`src/rtl/keycode_pkg.sv`:
```
`timescale 1ns/1ps
package keycode_pkg;
    // Length of the emitted code and the code itself, sent MSB first.
    localparam int                   CODE_LEN = 4;
    localparam logic [CODE_LEN-1:0]  KEY_CODE = 4'b1011;

    // State encoding: 0 is idle, k+1 is emission of bit k.
    localparam int STW = $clog2(CODE_LEN + 1);
    typedef logic [STW-1:0] kce_state_t;

    localparam kce_state_t ST_IDLE  = '0;
    localparam kce_state_t ST_FIRST = kce_state_t'(1);
    localparam kce_state_t ST_LAST  = kce_state_t'(CODE_LEN);

    typedef struct packed {
        logic bit_o;
        logic busy;
    } kce_out_t;

    // Code bit sent in emission slot idx.
    function automatic logic slot_bit(input int idx);
        return KEY_CODE[CODE_LEN-1-idx];
    endfunction
endpackage

```
`src/rtl/kce_next.sv`:
```
`timescale 1ns/1ps
module kce_next
    import keycode_pkg::*;
(
    input  kce_state_t cur,
    input  logic       start,
    output kce_state_t nxt
);
    always_comb begin
        if (cur == ST_IDLE) begin
            nxt = start ? ST_FIRST : ST_IDLE;
        end else if (cur < ST_LAST) begin
            nxt = cur + kce_state_t'(1);
        end else begin
            // last slot and any unused code fall back to idle
            nxt = ST_IDLE;
        end
    end
endmodule

```
`src/rtl/kce_decode.sv`:
```
`timescale 1ns/1ps
module kce_decode
    import keycode_pkg::*;
(
    input  kce_state_t cur,
    output kce_out_t   outs
);
    logic [CODE_LEN-1:0] hit;
    logic [CODE_LEN-1:0] onebits;

    for (genvar k = 0; k < CODE_LEN; k++) begin : g_slot
        assign hit[k]     = (cur == kce_state_t'(k + 1));
        assign onebits[k] = hit[k] & slot_bit(k);
    end

    always_comb begin
        outs.busy  = |hit;
        outs.bit_o = |onebits;
    end
endmodule

```
`src/rtl/keycode_emitter.sv`:
```
`timescale 1ns/1ps
module keycode_emitter
    import keycode_pkg::*;
(
    input  logic clk,
    input  logic rst,
    input  logic trig,
    output logic key_bit,
    output logic busy
);
    kce_state_t state_q;
    kce_state_t state_d;
    kce_out_t   dec;

    kce_next u_next (
        .cur   (state_q),
        .start (trig),
        .nxt   (state_d)
    );

    always_ff @(posedge clk) begin
        if (rst) state_q <= ST_IDLE;
        else     state_q <= state_d;
    end

    kce_decode u_dec (
        .cur  (state_q),
        .outs (dec)
    );

    assign key_bit = dec.bit_o;
    assign busy    = dec.busy;
endmodule

```
`config.mk`:
```
export PLATFORM = sky130hd
export DESIGN_NAME = keycode_emitter
export DESIGN_NICKNAME = d
export VERILOG_FILES = /design/src/rtl/keycode_pkg.sv /design/src/rtl/kce_next.sv /design/src/rtl/kce_decode.sv /design/src/rtl/keycode_emitter.sv
export SDC_FILE = /design/constraint.sdc
export NUM_CORES = 1
export LEC_CHECK = 0
export BUFFER_PORTS_ARGS = -buffer_cell sky130_fd_sc_hd__buf_2
export CORE_AREA = 2 2 39 41
export CTS_BUF_LIST = sky130_fd_sc_hd__clkbuf_8
export DETAILED_ROUTE_END_ITERATION = 10
export DIE_AREA = 0 0 41 43
export SLEW_MARGIN = 10
export SYNTH_ARGS = -nofsm -noshare
export SYNTH_HDL_FRONTEND = slang
export SYNTH_HIERARCHICAL = 1
export SYNTH_SLANG_ARGS = --single-unit
export TNS_END_PERCENT = 30
```
`constraint.sdc`:
```
create_clock -name clk -period 1.43 [get_ports clk]
set_input_delay 0.143 -clock clk [delete_from_list [all_inputs] [get_ports clk]]
set_output_delay 0.143 -clock clk [all_outputs]
set_load 0.01 [all_outputs]
```
[Word level (Yosys, flattened, before mapping)]
Cells that the tools add are included.
Operators by class
  reduce and logical (&&, ||, !) cells: 3
  add/subtract/negate cells: 1
  equal/unequal tests: 4
  muxes and demuxes: 3
  $lt $le $gt $ge: 1
Operator list (number)
  3-bit by 2-bit equality test with 1-bit output, second input constant: 2
  3-bit 2-to-1 mux: 2
  4-bit OR reduction: 1
  3-bit by 1-bit adder with 3-bit output, second input constant: 1
  3-bit by 1-bit equality test with 1-bit output, second input constant: 1
  3-bit equality test, second input constant: 1
  3-bit logical NOT: 1
  3-bit < comparator, second input constant: 1
  3-bit OR reduction: 1
  1-bit 2-to-1 mux: 1
Word-level totals
  register bits: 3
  bits of input ports: 3

[Longest topological paths before layout]
  word-level depth: 3
  gate-level depth with buffers: 5
  depth with buffers taken out: 5

[Modules after synthesis]
Netlist, hierarchy kept.
By module, submodules not included
  keycode_emitter: sequential area each 60.1 µm², cells each 6, instances 1, area each 78.8 µm²
  kce_next: sequential area each 0.0 µm², cells each 9, instances 1, area each 66.3 µm²
  kce_decode: sequential area each 0.0 µm², cells each 4, instances 1, area each 31.3 µm²

[Worst setup path after synthesis]
No wires, ideal clock.
  path type: register to register
  start: register state_q[0]
  end: register state_q[0]
  required time: 1.365 ns
  path slack: 0.267 ns
  buffers on the path: 0
  cell stages (with the launch flop): 6
  arrival time: 1.098 ns
  cell sequence: dfxtp_1 > inv_1 > ha_1 > or2_1 > a21oi_2 > nor2b_1
Between the ends
  cells in the longest elaborated chain, start to end: 3
  elaborated cells between the ends (all ways): 5
Ends and longest elaborated chain
  from (decl): line keycode_emitter.sv:11  | kce_state_t state_q;
  from (signal assigned): line keycode_emitter.sv:23  | else state_q <= state_d;
  3-bit by 1-bit adder with 3-bit output or 3-bit < comparator (tied branches): line kce_next.sv:13, kce_next.sv:12
  3-bit 2-to-1 mux: line kce_next.sv:12  | end else if (cur < ST_LAST) begin
  3-bit 2-to-1 mux *: line kce_next.sv:10  | if (cur == ST_IDLE) begin
  net state_d[0]: line keycode_emitter.sv:12  | kce_state_t state_d;
The timed path passes the listed nets; every way through them passes the cells marked *.
A chain may end at the register's enable or synchronous reset.

[Final worst setup path]
Ends and elaborated chain as after synthesis.

==> key figures <==
Clocking
  – CTS Hold Buffers Added: 0
  – Reg clk slew, reported paths: 0.03 ns
  – Root Driver: clkbuf_8
  – Htree depth: 1
  – Post-CTS setup buffers: 0
  – Later-pin clock latency in the skew report: 0.21 ns
  – Clock tree sinks: 3
  – Num CTS Buffers: 3
  – CTS max path bufs: 2
  – PostCTS Resize Cnt: 0
  – CTS tree: built

Timing
  – RSZ-0062 raised after global routing: false
  – Final worst path period share: 88.9%
  – Worst-margin pin slew: 0.226 ns
  – Max_slew headroom: 84.9%
  – Worst setup margin: 0.158 ns
  – Final setup viols: 0
  – Layout Skew: 0.000480 ns
  – Final hold slack: 0.120 ns
  – Hold Vio Cnt, Final: 0
  – Max frequency: 0.786 GHz
  – Period minus WS final: 1.27 ns
  – Slew Viols, Final: 0
  – Fin Setup TNS: 0 ns

Worst setup path
  – Type of origin of the critical path: flip-flop
  – CP max FO: 5
  – Worst R2R Setup Slack: 0.16 ns
  – Crit path DAT: 1.42 ns
  – Critical path endpoint category: flip-flop
  – R2R Path Start: state_q[0]
  – R2R cell count: 5
  – RR Endpoint: state_q[0]
  – Worst Path Required: 1.58 ns
  – Worst setup path class: reg2reg

Route
  – Post-Route WL: 295 um
  – Routed len/inst: 6.86 um
  – Initial DRC Count: 0
  – Vias: 143
  – DRT Pass-1 Iters: 1
  – DRC: 0
  – Via-to-Cell Ratio: 3.33
  – Post-route antenna net violation count: 0

Final layout
  – Area growth syn-to-layout: 48.2%
  – Layout Cells excl Fill: 43
  – Biggest register: state_q
  – Filler cells: 158
  – Final #Nets: 33
  – Max FFs per register: 3
  – Largest registers: state_q: 3 flops
  – Inserted Diodes: 0
  – Post-Route Utilization: 18.9%
  – Layout cells sized above 1: 33.3%

Global route
  – Largest net degree at the start of global routing: 7
  – Tot GR Track Use: 4.92%
  – Grt total ovfl: 0
  – Initial antenna violation count: 0
  – Vias in the first global route: 164
  – First-pass GRT wire length: 558 um

Synthesis
  – Synthesis Warnings: 6
  – Syn avg cell area: 9.29 um2
  – Cells after synthesis: 19
  – Top FF cell, synth: dfxtp_1
  – Largest area contributor in the netlist: dfxtp_1
  – Yosys reg bits: 3
  – Sequential fraction of the synthesis area: 34.0%
  – Yosys top cell area share: 34.0%
  – Cell area after synthesis: 176 um2
  – Syn_nets: 24
  – Post-synth EDFFs: 0
  – Synth top cells by count: 3 x dfxtp_1, 3 x nor2b_1, 2 x ha_1, 2 x inv_1, 2 x nor3b_1
  – Synth unique cells: 12
  – Async set-reset flop share out of synthesis: 0%
  – Top cells by area, synth: dfxtp_1 34%, ha_1 14%, nor2b_1 11%

Placed design
  – Placed cell count: 39
  – RD Place Congestion: 0.721
  – Port Buf Inserts: 4
  – Place WS: 0.173 ns

Run
  – Max Cap Violations: 0

Die
  – Die H: 43 um
  – Number of core rows: 14
  – Initial Util: 12.7%
  – Chip Width: 41 um
  – Top Ports: 5
  – Die Footprint: 1760 um2
  – Core ar.: 1380 um2

Min path
  – Worst Hold Launch: rst
  – Hold crit path type: in2reg
  – Hold Path Depth: 2
  – Hold EP: state_q[1]

Power and ir drop
  – Peak VDD IR: 0.718 mV
  – Static Leak: 0.114 nW
  – PD cells: 1440 nW/um2

Outcome
  – Status: complete, no violations
[through the flow]
stage | instance area [um2] | power [mW]
floorplan | 176 | 0.130
detailed placement | 216 | 0.146
global placement | 216 | 0.144
global route | 262 | 0.401
finish | 262 | 0.376
CTS | 262 | 0.386
[power by group]
part,total [mW],internal (mW),switching [mW]
Sequential,0.0957,0.0890,0.00667
Combinational,0.0485,0.0266,0.0219
Clock,0.231,0.182,0.0493
Total,0.376,0.298,0.0778
[logic make-up (layout without fill, tap and decap cells)]
kind of cell | count (synthesis) | after routing | share of synthesized area [%]
buf+inv | 2 | 10 | 4.26
flops | 3 | 3 | 34.0
fa+ha+maj | 2 | 2 | 14.2
xor+xnor | 1 | 1 | 4.97
simple gates | 9 | 9 | 31.9
mux | 1 | 1 | 5.67
compound gates | 1 | 1 | 4.97
[worst max path at each step]
| stage | from | to | slack (ns) | depth (start not counted) |
|---|---|---|---|---|
| floorplan | state_q[0] | state_q[0] | 0.27 | 5 |
| global placement | state_q[0] | state_q[0] | 0.20 | 5 |
| detailed placement | state_q[0] | state_q[0] | 0.17 | 5 |
| CTS | state_q[0] | state_q[0] | 0.14 | 5 |
| global route | state_q[0] | state_q[0] | 0.1 | 5 |
| finish | state_q[0] | state_q[0] | 0.16 | 5 |
[metal layers]
layer	wire, um	global-route usage, %	vias to the layer above
li1	-	-	76
met3	16	2.09	0
met4	0	6.00	0
met2	145	6.25	3
met1	133	5.14	64
met5	0	0	-
[placed cells by master (no fill, tap or decap)]
cell      synthesis  routed
nand2_1           1       1
nor3b_1           2       2
nor2b_1           3       3
ha_1              2       2
clkbuf_8          0       3
buf_2             0       4
inv_1             2       3
or2_1             1       1
xnor2_1           1       1
mux2i_1           1       1
a21oi_2           1       1
dfxtp_1           3       3
nand2b_1          1       1
nor2_2            1       1
[critical path: stages, from the launching register on]
cell     delay, ns
dfxtp_1       0.42
inv_1         0.07
ha_1          0.24
or2_1         0.23
a21oi_2       0.13
nor2b_1       0.12
[cell type report]
class	instances	area (um2)	share of cell area, %
inverter	2	7.51	2.87
tap	16	20.0	7.66
clock buffer	3	41.3	15.8
multi-input combinational	14	109	41.6
sequential	3	60.1	23.0
clock inverter	1	3.75	1.44
timing repair buffer	4	20.0	7.66
(Power assumes the default switching activity.)
